## src/rtl/hidref_pkg.sv

```systemverilog
package hidref_pkg;

  typedef enum logic [2:0] {
    CYC_IDLE  = 3'd0,
    CYC_READ  = 3'd1,
    CYC_WRITE = 3'd2,
    CYC_IREF  = 3'd3,
    CYC_SKIP  = 3'd4
  } cyc_e;

endpackage

```

## src/rtl/hidref_decode.sv

```systemverilog
module hidref_decode
  import hidref_pkg::*;
#(
  parameter int ROW_W = 10
) (
  input  logic             clk,
  input  logic             rst_n,
  input  logic             row_en_n,
  input  logic             refresh_n,
  input  logic             wr_rd,
  input  logic             select_n,
  input  logic             col_strobe_n,
  input  logic [ROW_W-1:0] row_addr,
  input  logic             miss_load_req,
  output logic             miss_load_en,
  output logic             iref_start,
  output logic             iref_end,
  output logic             xref_fire,
  output logic [ROW_W-1:0] xref_row,
  output cyc_e             cyc_o
);

  logic             ren_q;
  logic             col_seen_q;
  cyc_e             cyc_q;
  logic [ROW_W-1:0] xrow_q;
  logic             fall;
  logic             rise;
  cyc_e             cyc_new;

  assign fall = ren_q & ~row_en_n;
  assign rise = ~ren_q & row_en_n;

  // Cycle class decided once, at the falling edge of row enable
  always_comb begin
    if (!refresh_n)    cyc_new = CYC_IREF;
    else if (select_n) cyc_new = CYC_SKIP;
    else if (wr_rd)    cyc_new = CYC_WRITE;
    else               cyc_new = CYC_READ;
  end

  always_ff @(posedge clk) begin
    if (!rst_n) begin
      ren_q      <= 1'b1;
      cyc_q      <= CYC_IDLE;
      col_seen_q <= 1'b0;
      xrow_q     <= '0;
    end else begin
      ren_q <= row_en_n;
      if (fall) begin
        cyc_q      <= cyc_new;
        col_seen_q <= ~col_strobe_n;
        xrow_q     <= row_addr;
      end else if (rise) begin
        cyc_q      <= CYC_IDLE;
        col_seen_q <= 1'b0;
      end else if (cyc_q != CYC_IDLE && !col_strobe_n) begin
        col_seen_q <= 1'b1;
      end
    end
  end

  assign iref_start   = fall & ~refresh_n;
  assign iref_end     = rise & (cyc_q == CYC_IREF);
  assign xref_fire    = rise & (cyc_q == CYC_WRITE) & ~col_seen_q & col_strobe_n;
  assign xref_row     = xrow_q;
  assign miss_load_en = miss_load_req & (cyc_q == CYC_READ);
  assign cyc_o        = cyc_q;

endmodule

```

## src/rtl/hidref_rowctr.sv

```systemverilog
module hidref_rowctr #(
  parameter int ROW_W = 10
) (
  input  logic             clk,
  input  logic             rst_n,
  input  logic             advance,
  output logic [ROW_W-1:0] row
);

  logic [ROW_W-1:0] ctr_q;

  always_ff @(posedge clk) begin
    if (!rst_n)       ctr_q <= '0;
    else if (advance) ctr_q <= ctr_q + 1'b1;
  end

  assign row = ctr_q;

endmodule

```

## src/rtl/hidref_sched.sv

```systemverilog
module hidref_sched #(
  parameter int PERIOD = 12500,
  parameter int PEND_W = 3
) (
  input  logic              clk,
  input  logic              rst_n,
  input  logic              credit,
  input  logic [PEND_W-1:0] limit,
  output logic              req,
  output logic              overdue,
  output logic [PEND_W-1:0] pend
);

  localparam int TW = (PERIOD > 1) ? $clog2(PERIOD) : 1;
  localparam logic [TW-1:0]     TLAST = TW'(PERIOD - 1);
  localparam logic [PEND_W-1:0] PMAX  = '1;

  logic [TW-1:0]     tcnt_q;
  logic [PEND_W-1:0] pend_q;
  logic              tick;

  assign tick = (tcnt_q == TLAST);

  always_ff @(posedge clk) begin
    if (!rst_n) tcnt_q <= '0;
    else if (tick) tcnt_q <= '0;
    else tcnt_q <= tcnt_q + 1'b1;
  end

  always_ff @(posedge clk) begin
    if (!rst_n) begin
      pend_q <= '0;
    end else begin
      case ({tick, credit})
        2'b10:   if (pend_q != PMAX) pend_q <= pend_q + 1'b1;
        2'b01:   if (pend_q != '0)   pend_q <= pend_q - 1'b1;
        default: pend_q <= pend_q;
      endcase
    end
  end

  assign req     = (pend_q != '0);
  assign overdue = (pend_q >= limit);
  assign pend    = pend_q;

endmodule

```

## src/rtl/hidref_cmdq.sv

```systemverilog
module hidref_cmdq #(
  parameter int W     = 11,
  parameter int DEPTH = 4
) (
  input  logic         clk,
  input  logic         rst_n,
  input  logic         push,
  input  logic [W-1:0] push_data,
  output logic         full,
  output logic         out_valid,
  input  logic         out_ready,
  output logic [W-1:0] out_data
);

  localparam int AW = (DEPTH > 1) ? $clog2(DEPTH) : 1;
  localparam logic [AW-1:0] LAST = AW'(DEPTH - 1);
  localparam logic [AW:0]   CAP  = (AW + 1)'(DEPTH);

  logic [W-1:0]  mem [DEPTH];
  logic [AW-1:0] wp_q;
  logic [AW-1:0] rp_q;
  logic [AW:0]   cnt_q;
  logic          do_push;
  logic          do_pop;

  assign full      = (cnt_q == CAP);
  assign out_valid = (cnt_q != '0);
  assign do_push   = push & ~full;
  assign do_pop    = out_valid & out_ready;
  assign out_data  = mem[rp_q];

  always_ff @(posedge clk) begin
    if (do_push) mem[wp_q] <= push_data;
  end

  always_ff @(posedge clk) begin
    if (!rst_n) begin
      wp_q  <= '0;
      rp_q  <= '0;
      cnt_q <= '0;
    end else begin
      if (do_push) wp_q <= (wp_q == LAST) ? '0 : wp_q + 1'b1;
      if (do_pop)  rp_q <= (rp_q == LAST) ? '0 : rp_q + 1'b1;
      case ({do_push, do_pop})
        2'b10:   cnt_q <= cnt_q + 1'b1;
        2'b01:   cnt_q <= cnt_q - 1'b1;
        default: cnt_q <= cnt_q;
      endcase
    end
  end

endmodule

```

## src/rtl/hidref_ctrl.sv

```systemverilog
module hidref_ctrl
  import hidref_pkg::*;
#(
  parameter int ROW_W     = 10,
  parameter int CLK_MHZ   = 200,
  parameter int RETAIN_US = 64000,
  parameter int ROWS      = 1024,
  parameter int PEND_W    = 3,
  parameter int Q_DEPTH   = 4
) (
  input  logic              clk,
  input  logic              rst_n,
  input  logic              row_en_n,
  input  logic              refresh_n,
  input  logic              wr_rd,
  input  logic              select_n,
  input  logic              col_strobe_n,
  input  logic [ROW_W:0]    addr,
  input  logic              miss_load_req,
  output logic              miss_load_en,
  output logic              rf_valid,
  input  logic              rf_ready,
  output logic [ROW_W-1:0]  rf_row,
  output logic              rf_ext,
  input  logic [PEND_W-1:0] sched_limit,
  output logic              sched_req,
  output logic              sched_overdue
);

  localparam int PERIOD = CLK_MHZ * RETAIN_US / ROWS;
  localparam int CMD_W  = ROW_W + 1;

  logic              iref_start;
  logic              iref_end;
  logic              xref_fire;
  logic [ROW_W-1:0]  xref_row;
  logic [ROW_W-1:0]  ctr_q;
  logic [PEND_W-1:0] pend_q;
  cyc_e              cyc_q;
  logic              q_push;
  logic              q_full;
  logic [CMD_W-1:0]  q_in;
  logic [CMD_W-1:0]  q_out;
  logic              addr_top_unused;

  assign addr_top_unused = addr[ROW_W];

  hidref_decode #(.ROW_W(ROW_W)) u_decode (
    .clk          (clk),
    .rst_n        (rst_n),
    .row_en_n     (row_en_n),
    .refresh_n    (refresh_n),
    .wr_rd        (wr_rd),
    .select_n     (select_n),
    .col_strobe_n (col_strobe_n),
    .row_addr     (addr[ROW_W-1:0]),
    .miss_load_req(miss_load_req),
    .miss_load_en (miss_load_en),
    .iref_start   (iref_start),
    .iref_end     (iref_end),
    .xref_fire    (xref_fire),
    .xref_row     (xref_row),
    .cyc_o        (cyc_q)
  );

  hidref_rowctr #(.ROW_W(ROW_W)) u_rowctr (
    .clk    (clk),
    .rst_n  (rst_n),
    .advance(iref_end),
    .row    (ctr_q)
  );

  hidref_sched #(.PERIOD(PERIOD), .PEND_W(PEND_W)) u_sched (
    .clk    (clk),
    .rst_n  (rst_n),
    .credit (iref_start),
    .limit  (sched_limit),
    .req    (sched_req),
    .overdue(sched_overdue),
    .pend   (pend_q)
  );

  // Internal and external commands never coincide: one opens a cycle, the other closes one
  assign q_push = iref_start | xref_fire;
  assign q_in   = iref_start ? {1'b0, ctr_q} : {1'b1, xref_row};

  hidref_cmdq #(.W(CMD_W), .DEPTH(Q_DEPTH)) u_cmdq (
    .clk      (clk),
    .rst_n    (rst_n),
    .push     (q_push),
    .push_data(q_in),
    .full     (q_full),
    .out_valid(rf_valid),
    .out_ready(rf_ready),
    .out_data (q_out)
  );

  assign rf_ext = q_out[CMD_W-1];
  assign rf_row = q_out[ROW_W-1:0];

endmodule

```

## config.mk

```make
export PLATFORM = sky130hd
export DESIGN_NAME = hidref_ctrl
export DESIGN_NICKNAME = d
export VERILOG_FILES = /design/src/rtl/hidref_pkg.sv /design/src/rtl/hidref_decode.sv /design/src/rtl/hidref_rowctr.sv /design/src/rtl/hidref_sched.sv /design/src/rtl/hidref_cmdq.sv /design/src/rtl/hidref_ctrl.sv
export SDC_FILE = /design/constraint.sdc
export NUM_CORES = 1
export LEC_CHECK = 0
export BUFFER_PORTS_ARGS = -buffer_cell sky130_fd_sc_hd__buf_2
export CAP_MARGIN = 15
export CORE_MARGIN = 5
export CORE_UTILIZATION = 46
export CTS_CLUSTER_SIZE = 28
export DETAILED_ROUTE_END_ITERATION = 8
export PLACE_DENSITY = 0.7
export RECOVER_POWER = 100
export REMOVE_ABC_BUFFERS = 1
export SYNTH_ARGS = -nofsm -noshare
export SYNTH_HDL_FRONTEND = slang
export SYNTH_SLANG_ARGS = --single-unit
export TNS_END_PERCENT = 1
```

## constraint.sdc

```tcl
create_clock -name clk -period 4.5 [get_ports clk]
set_input_delay 0.9 -clock clk [delete_from_list [all_inputs] [get_ports clk]]
set_output_delay 0.9 -clock clk [all_outputs]
set_load 0.01 [all_outputs]
```

==> results of run 1 <==
## cell usage after synthesis (6+ instances only)
library cell,count
inv_1,18
nand3_1,11
clkbuf_1,9
a21oi_1,9
dfxtp_1,51
ha_1,13
mux2i_1,15
xor2_1,11
and2_1,6
mux4_2,11
edfxtp_1,44
nand2_1,46
nand4_1,7
nor2_1,42
xnor2_1,10
## metal layers
metal / vias up / global-route usage / part of all wire
li1: 1322 / - / -
met1: 1248 / 0.1664 / 0.46
met2: 37 / 0.2281 / 0.50
met3: 4 / 0.04345 / 0.032
met4: 0 / 0.03885 / 0.0078
met5: - / 0 / 0
## final cells by class
type,instances,share of cell area
Multi-Input combinational cell,231,0.3598
Inverter,18,0.01491
Clock buffer,9,0.02734
Timing Repair Buffer,38,0.03756
Tap cell,108,0.02983
Sequential cell,95,0.5170
Clock inverter,7,0.01353
## critical path: cells and delay by family
kind	cells	cell delay [ns]
AOI/OAI and AO/OA	2	0.45
buffers and inverters	6	0.91
xor gates and xnor gates	1	0.16
adders and majority gates	3	0.75
and+or+nand+nor	3	0.74
## state kept, by name (all words and copies together), names as in the netlist, named ones only
| signal | cells |
|---|---|
| u_cmdq.mem | 44 |
| u_sched.tcnt_q | 14 |
| u_decode.xref_row | 10 |
| u_rowctr.row | 10 |
| u_cmdq.cnt_q | 3 |
| u_decode.cyc_o | 3 |
| u_sched.pend | 3 |
| u_cmdq.rp_q | 2 |
| u_cmdq.wp_q | 2 |
| u_decode.col_seen_q | 1 |
| u_decode.ren_q | 1 |
## final timing paths
kind	endpoint	start	slack [ns]	depth (start not counted)
setup reg to reg	u_cmdq.cnt_q[2]	u_decode.ren_q	1.31	13
hold reg to reg	u_rowctr.row[9]	u_rowctr.row[9]	0.49	2
setup / recovery	u_cmdq.cnt_q[2]	row_en_n	0.86	15
hold / removal	u_rowctr.row[9]	u_rowctr.row[9]	0.49	2
## cells by family after synthesis
family / after synthesis
DFF: 95
buffers and inverters: 32
xor gates and xnor gates: 21
adders and majority gates: 15
AOI/OAI and AO/OA: 22
muxes: 27
and+or+nand+nor: 146
## power breakdown
group	leakage [nW]	internal [mW]	switching, mW
Sequential	0.821	0.940	0.0426
Clock	0.0957	0.213	0.312
Combinational	0.773	0.117	0.125
## cell usage in the layout (no fill, tap or decap), types with 7 or more instances in the layout
cell       n
ha_1      13
dfxtp_1   51
xnor2_1   10
clkbuf_8   9
inv_1     18
a21oi_1    9
nand2_1   46
nand4_1    7
nor2_1    42
mux2i_1   15
clkbuf_1  18
xor2_1    11
buf_2     19
edfxtp_1  44
mux4_2    11
nand3_1   11
## per-stage QoR
step / cell area [µm²] / cells / setup WS [ns] / hold WS [ns] / util
finish: 4531 / 506 / 0.8592 / 0.4873 / 0.5195
global route: 4531 / 506 / 0.6691 / 0.5243 / 0.5195
CTS: 4559 / 506 / 1.244 / 0.4897 / 0.5228
detailed placement: 4374 / 490 / 0.8649 / 0.4672 / 0.5016
global placement: 4374 / 490 / 0.9517 / 0.4598 / 0.5016
floorplan: 4044 / 344 / 1.066 / 0.4378 / -
==> metrics, run 1 <==
CTS Buffer Depth=2; post-route ant nets=0; Post-synth EDFFs=44; Via Count=roughly 2600; area grow syn2layout=10.33%; footprint of the multi-input gates=between 1500 and 2000 µm²; critical path endpoint category=register; overall power=between 1.5 and 2 mW; CTS sink cnt=95; CTS tree=yes; CTS buffer count=9; pwr/cell area=386.3 nW/µm²; fraction of layout cells with a size suffix above 1=0.1256; largest net degree at the start of global routing=32; hold-fix buffers at CTS=0; Synth Area in XOR/XNOR=0.04479; routed wire length=approximately 7000 µm; biggest area consumer among synthesized cells=edfxtp_1; max_slew headroom=0.3697; Detailed Routing Iterations Pass 1=4; Port Buffers=36; clock latency on the worst-skew pair=0.36 ns; status=finished clean; die area=between 10000 and 15000 µm²; DIE WIDTH=between 100 and 150 µm; initial core utilization=0.4709; DR vias/cell=between 5 and 6; critical path, cell by cell=clkbuf_1 > inv_1 > ha_1 > clkbuf_1 > nor2b_1 > buf_4 > a31oi_1 > nor2_1 > inv_1 > ha_1 > inv_1 > fa_1 > xor2_1 > or3_1 > a21oi_1; CTS clk-pin slew, worst paths=approximately 0.10 ns; FF+latch area=about 2300 µm²; adder-cell share of the synthesized area=0.04936; Post CTS Setup Buffer Count=0; Hold WC Path Type=reg2reg; syn avg cell area=between 10 and 15 µm²; Seq/Total Area, Yosys=0.5704; clock skew=~0.017 ns; Max stage delay on crit path=0.39 ns; HPWL after DPL=about 4900 µm; mux cell area share after synthesis=0.1005; Synth Flop Type=dfxtp_1; RePlAce Congestion=just under 0.8; MaxCap Viol Count=0; Netlist cell types=42; Fmax=around 0.27 GHz; Post-route DRC=0; # nets final=431; core footprint=roughly 8700 µm²; post_cts resized=0; Final period util=0.8091; slowest CP cell=clkbuf_1; final hold violations=0; complex-gate fraction of the synthesized area=0.03230; RSZ-0062 raised after global routing=false; Die Ht=104.5 µm; vias in the first global route=2575; GRT overflow=0; GR Util All Layers=0.1355; Mapped Cells=358; initial antenna violation count=0; Final Slew Violations=0; setup TNS=0 ns; Crit path top cell by count=inv_1; initial DRC count=83; Final min period=approximately 3.6 ns; Root Driver=clkbuf_8; largest family of logic cells by synthesized area=simple AND/OR/NAND/NOR gates; CP startpoint kind=input port; H-tree levels=3; Mapped Area=4106 µm²; Finish-stage setup viols=0; Yosys warnings=0; Avg WL per Cell=13.90 µm; Max VDD drop=around 0.23 mV; fill count=763; LEAKAGE=about 1.7 nW; synthesis-stage register bit count=95; first-pass GRT wire length=~12000 µm; critical path required time=4.78 ns; WP data arrival=3.93 ns; worst-path maximum fanout=14; Worst-Margin Slew=about 0.94 ns; Antenna Cells=0; IO Pins=38; post-synthesis simple-gate area fraction=0.1709; Row Count=34; kind of critical path=in2reg; Synth area leaders=edfxtp_1 (32%), dfxtp_1 (25%), mux4_2 (6.0%); Synth top area share=0.3218; Post-synth ARST share=0
No activity file was read; power rests on OpenSTA's default activity.
==> run 2: changes to the inputs <==
==> constraint.sdc (replaced) <==
create_clock -name clk -period 3.5 [get_ports clk]
set_input_delay 0.7 -clock clk [delete_from_list [all_inputs] [get_ports clk]]
set_output_delay 0.7 -clock clk [all_outputs]
set_load 0.01 [all_outputs]
==> run 2 against run 1 <==
Net effect:
- register-to-register slack lost 0.25 ns
- global-route usage rose by 0.23 points
- via count is 1.2% lower
- power increased by 31%
- critical path depth decreased by 2
- worst setup slack got worse by 0.024 ns
- sequential share of layout area shrank 0.16 points
- count of clock-buffer cells in the layout is the same
- combinational power is 27% higher
- non-clock buffer count did not move
- largest power group unchanged
==> metrics, run 2 (synthesis results as in run 1) <==
FF+latch area=2342 µm² (unchanged); clock skew=0.009435 ns (was 0.01689 ns); CTS tree=yes (unchanged); slowest CP cell=fa_1 (was clkbuf_1); DR vias/cell=5.099 (was 5.160); Antenna Cells=0 (unchanged); Largest regs=u_cmdq.mem (44), u_sched.tcnt_q (14) (unchanged); MaxCap Viol Count=0 (unchanged); Root Driver=clkbuf_8 (unchanged); largest net degree at the start of global routing=32 (unchanged); CP Buf/Inv Count=4 (was 6); core footprint=8721 µm² (unchanged); Max VDD drop=0.1955 mV (was 0.2307 mV); max_slew headroom=0.3692 (was 0.3697); HPWL after DPL=5044 µm (was 4900 µm); pwr/cell area=505.8 nW/µm² (was 386.3 nW/µm²); initial core utilization=0.4709 (unchanged); hold-fix buffers at CTS=0 (unchanged); Top reg by flops=u_cmdq.mem (unchanged); Hold WC Path Type=reg2reg (unchanged); Avg WL per Cell=14.13 µm (was 13.90 µm); fraction of layout cells with a size suffix above 1=0.1256 (unchanged); vias in the first global route=2628 (was 2575); GR Util All Layers=0.1379 (was 0.1355); RePlAce Congestion=0.7427 (was 0.7813); Fmax=around 0.38 GHz; post_cts resized=0 (unchanged); Post-route DRC=0 (unchanged); post-route cell area=4544 µm² (was 4531 µm²); critical path endpoint category=register (unchanged); # nets final=431 (unchanged); Final Slew Violations=0 (unchanged); CTS buffer count=9 (unchanged); status=finished clean (unchanged); commonest non-fill, non-tap cell in the layout=dfxtp_1 (unchanged); Detailed Routing Iterations Pass 1=6 (was 4); Row Count=34 (unchanged); Port Buffers=36 (unchanged); clock latency on the worst-skew pair=0.35 ns (was 0.36 ns); WP data arrival=2.94 ns (was 3.93 ns); DIE WIDTH=104.5 µm (unchanged); Worst-Margin Slew=0.9452 ns (was 0.9444 ns); critical path required time=3.78 ns (was 4.78 ns); fill count=781 (was 763); most frequent cells in the layout=dfxtp_1 (51), nand2_1 (46), edfxtp_1 (44) (unchanged); final hold violations=0 (unchanged); register-to-register setup slack=1.06 ns (was 1.31 ns); routed wire length=7152 µm (was 7032 µm); Final period util=0.7613; H-tree levels=3 (unchanged); post-route ant nets=0 (unchanged); GRT overflow=0 (unchanged); area grow syn2layout=10.66% (was 10.33%); Top delay family on crit path=adder cells (was buffers and inverters); setup TNS=0 ns (unchanged); footprint of the multi-input gates=1630 µm² (unchanged); Post CTS Setup Buffer Count=0 (unchanged); LEAKAGE=1.688 nW (was 1.690 nW); Max stage delay on crit path=0.37 ns (was 0.39 ns); Crit path top cell by count=inv_1 (unchanged); worst-path maximum fanout=5 (was 14); CP startpoint kind=input port (unchanged); RSZ-0062 raised after global routing=false (unchanged); Largest register FFs=44 (unchanged); CTS Buffer Depth=2 (unchanged); Via Count=2580 (was 2611); Die Ht=104.5 µm (unchanged); CTS sink cnt=95 (unchanged); Finish-stage setup viols=0 (unchanged); IO Pins=38 (unchanged); kind of critical path=in2reg (unchanged); initial antenna violation count=0 (unchanged); initial DRC count=119 (was 83); critical path, cell by cell=clkbuf_1 > inv_1 > ha_1 > nor2b_1 > a31oi_1 > nor2_1 > inv_1 > ha_1 > inv_1 > fa_1 > xor2_1 > or3_1 > a21oi_1 (was clkbuf_1 > inv_1 > ha_1 > clkbuf_1 > nor2b_1 > buf_4 > a31oi_1 > nor2_1 > inv_1 > ha_1 > inv_1 > fa_1 > xor2_1 > or3_1 > a21oi_1); first-pass GRT wire length=12260 µm (was 12100 µm); Placed Instance Area=4374 µm² (unchanged); CTS clk-pin slew, worst paths=0.09 ns (was 0.10 ns); Final min period=roughly 2.7 ns; die area=10920 µm² (unchanged)
-- run 2: cell count changes in the layout (fill, tap and decap cells not counted), sizes merged --
cell	delta
clkinvlp	+2
bufinv	+1
inv	-1
clkbuf	+1
buf	-1
clkinv	-2
-- run 2: final timing paths --
path / startpoint / end / cells past startpoint
worst max-delay path: row_en_n / u_cmdq.cnt_q[2] / 13
worst max register to register: u_sched.tcnt_q[2] / u_sched.pend[1] / 6
worst min-delay path: u_sched.tcnt_q[0] / u_sched.tcnt_q[0] / 1
worst min register to register: u_sched.tcnt_q[0] / u_sched.tcnt_q[0] / 1
-- run 2: where the power goes --
group	total, mW	switching (mW)	leakage, nW	internal [mW]
Sequential	1.26	0.0556	0.821	1.21
Clock	0.725	0.386	0.0982	0.339
Combinational	0.308	0.159	0.769	0.149
Total	2.30	0.601	1.69	1.70
-- run 2: layer usage --
metal,vias up,track usage,share of wire
li1,1319,-,-
met1,1217,0.1731,0.46
met2,40,0.2294,0.50
met3,4,0.03104,0.033
met4,0,0.05550,0.0088
met5,-,0,0
-- run 2: stage by stage --
step                hold WS [ns]  setup slack, ns  power (mW)  std cells  utilization
floorplan                 0.4378           0.2663       1.505        344            -
global placement          0.4628           0.5749       1.605        490       0.5016
detailed placement        0.4665           0.5080       1.618        490       0.5016
CTS                       0.4871           0.8027       2.341        506       0.5248
global route              0.5165           0.6298       2.427        506       0.5211
finish                    0.4858           0.8356       2.298        506       0.5211
-- run 2: final cells by class --
| type | instances | area share |
|---|---|---|
| Clock buffer | 9 | 0.02726 |
| Multi-Input combinational cell | 231 | 0.3588 |
| Sequential cell | 95 | 0.5154 |
| Clock inverter | 7 | 0.01735 |
| Tap cell | 108 | 0.02974 |
| Timing Repair Buffer | 38 | 0.03662 |
| Inverter | 18 | 0.01487 |
